`src/rtl/idata_pkg.sv`:
```
package idata_pkg;
  localparam int ADDR_W    = 8;
  localparam int DATA_W    = 8;
  localparam int BANK_W    = 2;
  localparam int IDX_W     = 3;
  localparam int POS_W     = $clog2(DATA_W);
  localparam int RAM_BYTES = 1 << ADDR_W;
  localparam logic [ADDR_W-1:0] BIT_BASE = 8'h20;

  typedef struct packed {
    logic              ramWe;
    logic              sfrWe;
    logic              selSfr;
    logic              bitOp;
    logic [POS_W-1:0]  bitPos;
    logic [ADDR_W-1:0] byteAddr;
  } idStrobe_t;
endpackage

```
`src/rtl/idata_ctrl.sv`:
```
module idata_ctrl
  import idata_pkg::*;
(
  input  logic              clk,
  input  logic              rstN,
  input  logic              accEn,
  input  logic              wrEn,
  input  logic              modeInd,
  input  logic              bitOp,
  input  logic              useReg,
  input  logic [BANK_W-1:0] bankSel,
  input  logic [IDX_W-1:0]  regIdx,
  input  logic [ADDR_W-1:0] addr,
  output idStrobe_t         stb,
  output logic              badBit
);
  localparam int SHIFT_W = ADDR_W - 1 - POS_W;

  logic illegal;
  logic writeOk;

  always_comb begin
    illegal  = accEn && bitOp && (modeInd || useReg);
    writeOk  = accEn && wrEn && rstN && !illegal;
    stb      = '0;
    stb.bitPos = addr[POS_W-1:0];
    if (useReg) begin
      stb.byteAddr = {{(ADDR_W-BANK_W-IDX_W){1'b0}}, bankSel, regIdx};
      stb.selSfr   = 1'b0;
    end else if (bitOp) begin
      stb.bitOp = !illegal;
      if (!addr[ADDR_W-1]) begin
        stb.byteAddr = BIT_BASE + {{(ADDR_W-SHIFT_W){1'b0}}, addr[ADDR_W-2:POS_W]};
        stb.selSfr   = 1'b0;
      end else begin
        stb.byteAddr = {addr[ADDR_W-1:POS_W], {POS_W{1'b0}}};
        stb.selSfr   = !modeInd;
      end
    end else begin
      stb.byteAddr = addr;
      stb.selSfr   = addr[ADDR_W-1] && !modeInd;
    end
    stb.ramWe = writeOk && !stb.selSfr;
    stb.sfrWe = writeOk && stb.selSfr;
    badBit    = illegal;
  end


  bad_nowrite_chk: assert property (@(posedge clk) disable iff (!rstN)
    badBit |-> !(stb.ramWe || stb.sfrWe));


  dual_write_chk: assert property (@(posedge clk) disable iff (!rstN)
    !(stb.ramWe && stb.sfrWe));


  ind_ram_chk: assert property (@(posedge clk) disable iff (!rstN)
    (accEn && modeInd && !useReg) |-> !stb.selSfr);


  reg_bank_chk: assert property (@(posedge clk) disable iff (!rstN)
    (accEn && useReg) |-> (stb.byteAddr[ADDR_W-1:BANK_W+IDX_W] == '0));
endmodule

```
`src/rtl/idata_dp.sv`:
```
module idata_dp
  import idata_pkg::*;
(
  input  logic              clk,
  input  logic              rstN,
  input  idStrobe_t         stb,
  input  logic [DATA_W-1:0] wrData,
  input  logic              bitIn,
  input  logic [DATA_W-1:0] sfrRdata,
  output logic [DATA_W-1:0] rdData,
  output logic              bitOut,
  output logic [ADDR_W-1:0] sfrAddr,
  output logic              sfrWe,
  output logic [DATA_W-1:0] sfrWdata
);
  logic [DATA_W-1:0] mem [RAM_BYTES];
  logic [DATA_W-1:0] curByte;
  logic [DATA_W-1:0] mergedByte;
  logic [DATA_W-1:0] newByte;

  always_comb begin
    curByte = stb.selSfr ? sfrRdata : mem[stb.byteAddr];
    mergedByte = curByte;
    mergedByte[stb.bitPos] = bitIn;
    newByte = stb.bitOp ? mergedByte : wrData;
  end

  always_ff @(posedge clk) begin
    if (stb.ramWe) mem[stb.byteAddr] <= newByte;
  end

  assign rdData   = curByte;
  assign bitOut   = curByte[stb.bitPos];
  assign sfrAddr  = stb.byteAddr;
  assign sfrWe    = stb.sfrWe;
  assign sfrWdata = newByte;


  bit_merge_chk: assert property (@(posedge clk) disable iff (!rstN)
    ((stb.ramWe || stb.sfrWe) && stb.bitOp) |->
      (((newByte ^ curByte) & ~(DATA_W'(1) << stb.bitPos)) == '0));


  sfr_range_chk: assert property (@(posedge clk) disable iff (!rstN)
    sfrWe |-> sfrAddr[ADDR_W-1]);


  sfr_bitalign_chk: assert property (@(posedge clk) disable iff (!rstN)
    (sfrWe && stb.bitOp) |-> (sfrAddr[POS_W-1:0] == '0));
endmodule

```
`src/rtl/idata_unit.sv`:
```
module idata_unit
  import idata_pkg::*;
(
  input  logic              clk,
  input  logic              rstN,
  input  logic              accEn,
  input  logic              wrEn,
  input  logic              modeInd,
  input  logic              bitOp,
  input  logic              useReg,
  input  logic [1:0]        bankSel,
  input  logic [2:0]        regIdx,
  input  logic [7:0]        addr,
  input  logic [7:0]        wrData,
  input  logic              bitIn,
  output logic [7:0]        rdData,
  output logic              bitOut,
  output logic              badBit,
  output logic [7:0]        sfrAddr,
  output logic              sfrWe,
  output logic [7:0]        sfrWdata,
  input  logic [7:0]        sfrRdata
);
  idStrobe_t stb;

  idata_ctrl u_ctrl (
    .clk(clk), .rstN(rstN), .accEn(accEn), .wrEn(wrEn), .modeInd(modeInd),
    .bitOp(bitOp), .useReg(useReg), .bankSel(bankSel), .regIdx(regIdx),
    .addr(addr), .stb(stb), .badBit(badBit)
  );

  idata_dp u_dp (
    .clk(clk), .rstN(rstN), .stb(stb), .wrData(wrData), .bitIn(bitIn),
    .sfrRdata(sfrRdata), .rdData(rdData), .bitOut(bitOut),
    .sfrAddr(sfrAddr), .sfrWe(sfrWe), .sfrWdata(sfrWdata)
  );
endmodule

```
`config.mk`:
```
export PLATFORM = sky130hd
export DESIGN_NAME = idata_unit
export DESIGN_NICKNAME = d
export VERILOG_FILES = /design/src/rtl/idata_pkg.sv /design/src/rtl/idata_ctrl.sv /design/src/rtl/idata_dp.sv /design/src/rtl/idata_unit.sv
export SDC_FILE = /design/constraint.sdc
export NUM_CORES = 2
export LEC_CHECK = 0
export ABC_CLOCK_PERIOD_IN_PS = 16750
export CORE_AREA = 2 2 451 453
export CTS_BUF_LIST = sky130_fd_sc_hd__clkbuf_16
export DETAILED_ROUTE_END_ITERATION = 16
export DIE_AREA = 0 0 453 455
export HOLD_SLACK_MARGIN = 0.08
export PLACE_DENSITY_LB_ADDON = 0.3
export SYNTH_ARGS = -nofsm -noshare
export SYNTH_HDL_FRONTEND = slang
export SYNTH_SLANG_ARGS = --single-unit
```
`constraint.sdc`:
```
create_clock -name clk -period 16.75 [get_ports clk]
set_input_delay 3.35 -clock clk [delete_from_list [all_inputs] [get_ports clk]]
set_output_delay 3.35 -clock clk [all_outputs]
set_load 0.01 [all_outputs]
```
== Word-level counts from Yosys, hierarchy flattened ==
Memory sizes are Yosys's and may differ from the RTL's.
Index checks and enable logic that the tools add are counted.
Storage, ports and cells
  memories kept: 1
  word-level logic and storage cells: 34
  output and inout bits: 27
  RAM bits: 2048
  bits in registers: 0
Operators by class
  multiplexer cells: 17
  $add $sub $neg: 1
  reductions and logical operators: 13
  order comparisons: 2
Memory list
  u_dp.mem: words 256, bits a word 8, rd ports 1, clocked after Yosys merged registers in 0, wr ports 1, line idata_dp.sv:16  | logic [DATA_W-1:0] mem [RAM_BYTES];
Operator list (count)
  8-bit two-way mux: 5
  1-bit logical AND: 9
  1-bit two-way mux: 9
  8-bit bitwise mux: 1
  6-bit by 4-bit adder with 7-bit output (first input constant): 1
  3-bit by 4-bit < comparator with 1-bit output (second input constant): 1
  1-bit binary-select mux with 3-bit select: 1
  1-bit demux with 3-bit select: 1
  3-bit by 1-bit >= comparator with 1-bit output (second input constant): 1
  1-bit zero test: 3
  1-bit logical OR: 1

== Longest topological paths before layout ==
  word-level depth: 8
  gate-level depth with buffers: 18
  gate-level depth less buffers: 12

== By module ==
From an unflattened synthesis, not the netlist that was laid out.
Second synthesis, totals
  cells, all modules: 3936
  area total of the unflattened synthesis: 80738.7 um2
Modules (own cells, without submodules)
  idata_dp: cells each 3899, seq. area each 61499.0 um2, area an instance 80459.7 um2, times used 1
  idata_ctrl: cells each 37, seq. area each 0.0 um2, area an instance 279.0 um2, times used 1

== Worst setup path before layout ==
Ideal clock, no wire load.
  kind: input to output
  start point: in useReg
  end point: out sfrWdata[4]
  path slack: -336 ps
  arrival: 13736 ps
  data required time: 13400 ps
  buffers on the path: 3
  stages on the path: 14
  cell sequence: buf_4 > and4bb_1 > a221oi_4 > inv_2 > buf_2 > nor2_1 > clkbuf_1 > a22oi_1 > a21oi_1 > nor4_1 > or3_1 > a31oi_1 > nand2_1 > a31oi_1
Between the ends
  elaborated cells on any way between the ends: 11
  classes of those cells: 7 x mux; 3 x reduce/logical; 1 x memory
RTL lines
  from (decl): line idata_unit.sv:10  | input logic useReg,
  8-bit two-way mux: line idata_ctrl.sv:27  | if (useReg) begin
  memory read 256 x 8 bit
  8-bit two-way mux (*): line idata_dp.sv:22  | curByte = stb.selSfr ? sfrRdata : mem[stb.byteAddr];
  via rdData[4]: line idata_unit.sv:16  | output logic [7:0] rdData,
  8-bit bitwise mux (*): line idata_dp.sv:24  | mergedByte[stb.bitPos] = bitIn;
  8-bit two-way mux (*): line idata_dp.sv:25  | newByte = stb.bitOp ? mergedByte : wrData;
  to (decl): line idata_unit.sv:21  | output logic [7:0] sfrWdata,
Mark *: on every way through the listed nets, which the timed path passes. The rest lies on a longest branch.

== Worst setup path after layout ==
  start point: in useReg
  end point: out sfrWdata[1]
Between the ends
  longest elaborated chain between the ends: 6
  elaborated cells on any way between the ends: 11
  classes of those cells: 7 x mux; 3 x reduce/logical; 1 x memory
Ends and longest elaborated chain (line)
  parallel branches: the longest is 5 deep, another holds memory read 256 x 8 bit
  8-bit two-way mux (*): idata_dp.sv:25
Every way passes the cells marked *.

==> results.md <==
- Fin area: ~0.090 mm2
- DRT Pass-1 Iters: 6
- Cell taking the most area after synthesis: edfxtp_1
- Reg-to-reg slack, setup: between 10 and 15 ns
- Fin. Hold Viols: 0
- Worst setup endpoint: sfrWdata[1]
- Register-to-Register Path Depth: 12
- Final Routed Wirelength: 240 mm
- Final setup vio count: 0
- All-Layer GR Usage: 0.230
- Multi-input logic area: approximately 0.017 mm2
- Via-to-Cell Ratio: around 6.0
- Placed cell area: between 0.08 and 0.09 mm2
- Cell-internal power: 8.33 mW
- Synth top area cells: edfxtp_1 77%, mux4_2 5.7%, mux2i_1 4.1%
- Crit path launch: useReg
- Crit path kind: in2out
- Share of layout cells above drive strength 1: 0.122
- Postcts setup bufs: 0
- Net switching power: approximately 2.6 mW
- Data required, critical path: 13.40 ns
- Reg clk slew, reported paths: around 0.07 ns
- Hold Buf Count CTS: 0
- Main synth FF type: edfxtp_1
- Unrepaired setup endpoints after global routing: false
- IO buf count: 63
- Run status: finished clean
- Max Slew Vio Count: 0
- Post-synthesis cell type count: 58
- Syn Area/Cell: 16.8 um2
- Cell Area, Synth: ~0.08 mm2
- Max-Cap Viols: 0
- Die H: about 460 um
- Sequential power share: 0.524
- Setup TNS Final: 0 ns
- EDFF count, synth: approximately 2000
- Logic pwr share: 0.088
- Vias in the first global route: 43530
- FF-to-FF End: u_dp.mem[152][2]
- # IOs: 64
- Detailed placement HPWL: roughly 140 mm
- Most flops, register: u_dp.mem
- Synth top area share: 0.769
- CP max FO: between 90 and 100
- Worst hold path type: reg2reg
- Register Area: slightly above 0.06 mm2
- Startpoint Class: primary input
- Number of synthesized register bits: a little over 2000
- Post-route insts no fill: 7675
- Gates resized, CTS repair: 0
- Sw frac: 0.240
- Synth warnings: 0
- Die area: 0.206 mm2
- Core area: between 0.2 and 0.25 mm2
- Post-Syn Instances: 4774
- P_leak: about 29 nW
- Sink Count: about 2000
- Initial antenna violation count: 8
- Most frequent cells in the layout: 2048 x edfxtp_1, 674 x nand2_1, 333 x a21oi_1
- Fin crit period: between 10 and 15 ns
- Drt first-iter violations: approximately 7100
- Slew @ Worst Pin: 1.42 ns
- Power Density: roughly 120 mW/mm2
- Final ANT Viol Nets: 0
- Clock skew: roughly 0.051 ns
- Post-route setup slack: 2.23 ns
- Residual DRC count: 0
- Clk pwr share: 0.388
- Asr flop ratio synth: 0
- Initial Utilization: 0.397
- WL per Instance: about 31 um
- CTS tree: yes
- Row count: roughly 170
- P&R area growth vs syn: 12.4%
- Placed Instances: 7311
- Regs by FF count: u_dp.mem x2048
- Longest Clk Path Bufs: 3
- Hold Crit Start: u_dp.mem[61][0]
- Placer Congestion: 0.868
- Max reg flops: between 2000 and 2500
- Fmax: slightly below 70 MHz
- H-tree depth: 4
- Worst R2R Start: u_dp.mem[90][2]
- Commonest non-fill, non-tap cell in the layout: edfxtp_1
- Via count: ~46000
- Die width: 453 um
- Slew HR: 0.0460
- First-pass GRT wire length: 337 mm
- Grt ovf: 0
- Root Driver: clkbuf_16
- Crit. End Element: primary output
- Layout fillers: roughly 17000
- CP arrival: 11.17 ns
- Post-Syn Nets: slightly below 5000
- Clock Latency Late Sink: 0.86 ns
- Period utilization: 0.867
- Sequential fraction of the synthesis area: 0.769
- Hold WS: about 1.9 ns
- NumNets Final: 4874
- TritonCTS buffer count: 196
- Max VDD drop: 131 uV
- Place WS: 2.48 ns
- Largest net degree at the start of global routing: 208
power groups by stage:
stage               Clock (mW)  Combinational (mW)  Sequential (mW)
floorplan                    0               0.511             5.90
detailed placement           0               0.957             5.84
global route              4.47                1.00             5.73
CTS                       4.27               0.958             5.73
global placement             0               0.947             5.84
finish                    4.24               0.969             5.74
layout make-up:
cell class              count  area share
clock buffers             201      0.0559
multi-input cells        2428       0.194
repair buffers            151      0.0169
diodes                      8    0.000223
clock inverters           155      0.0115
inverters                  12    0.000584
well taps                2672      0.0372
flip-flops and latches   2048       0.684
how the worst min path moves through the flow:
stage	end	slack (ns)	cells past startpoint
CTS	u_dp.mem[64][0]	1.88	9
floorplan	u_dp.mem[0][3]	2.53	7
finish	u_dp.mem[64][0]	1.90	9
global placement	u_dp.mem[64][0]	1.82	9
detailed placement	u_dp.mem[64][0]	1.86	9
global route	u_dp.mem[64][0]	1.98	9
critical path, stage by stage:
cell             delay (ns)
clkdlybuf4s50_1        1.07
nand2b_1               0.21
o31ai_4                0.13
buf_4                  0.51
inv_2                  0.49
nand3_4                0.78
buf_4                  0.57
o22ai_1                0.15
nor4_1                 0.56
a21oi_1                0.20
nor4_1                 0.95
o22a_1                 0.40
nand2_1                0.11
mux2_2                 0.31
mux2_8                 0.49
clkdlybuf4s50_1        0.66
per-stage QoR:
| step | utilization | total power, mW |
|---|---|---|
| after floorplan | - | 6.41 |
| after global placement | 0.416 | 6.79 |
| after detailed placement | 0.417 | 6.80 |
| after CTS | 0.447 | 11.0 |
| after global routing | 0.447 | 11.2 |
| final | 0.447 | 10.9 |
cell families (layout without fill, tap and decap cells):
| family | after synthesis | after routing | synth area share |
|---|---|---|---|
| buffers and inverters | 298 | 519 | 0.0173 |
| AOI/OAI and AO/OA | 712 | 712 | 0.0546 |
| muxes | 529 | 529 | 0.0977 |
| DFF | 2048 | 2048 | 0.769 |
| other | 0 | 8 | 0 |
| and+or+nand+nor | 1187 | 1187 | 0.0616 |
layer usage:
layer / vias up / track usage / routed length, um
met4: 8 / 0.0918 / 9740
met2: 2578 / 0.357 / 112000
li1: 18846 / - / -
met5: - / 0 / 42
met3: 482 / 0.0493 / 23300
met1: 23827 / 0.317 / 94900
synth_stat cells (all sizes together) (22+ instances only):
cell type	count
o22ai	158
nand3	46
clkbuf	90
nand2	686
a21oi	338
nor3	22
edfxtp	2048
mux2i	324
mux4	201
buf	196
a31oi	27
a22oi	40
nor4	50
nor2	312
No activity file was read; power rests on OpenSTA's default activity.
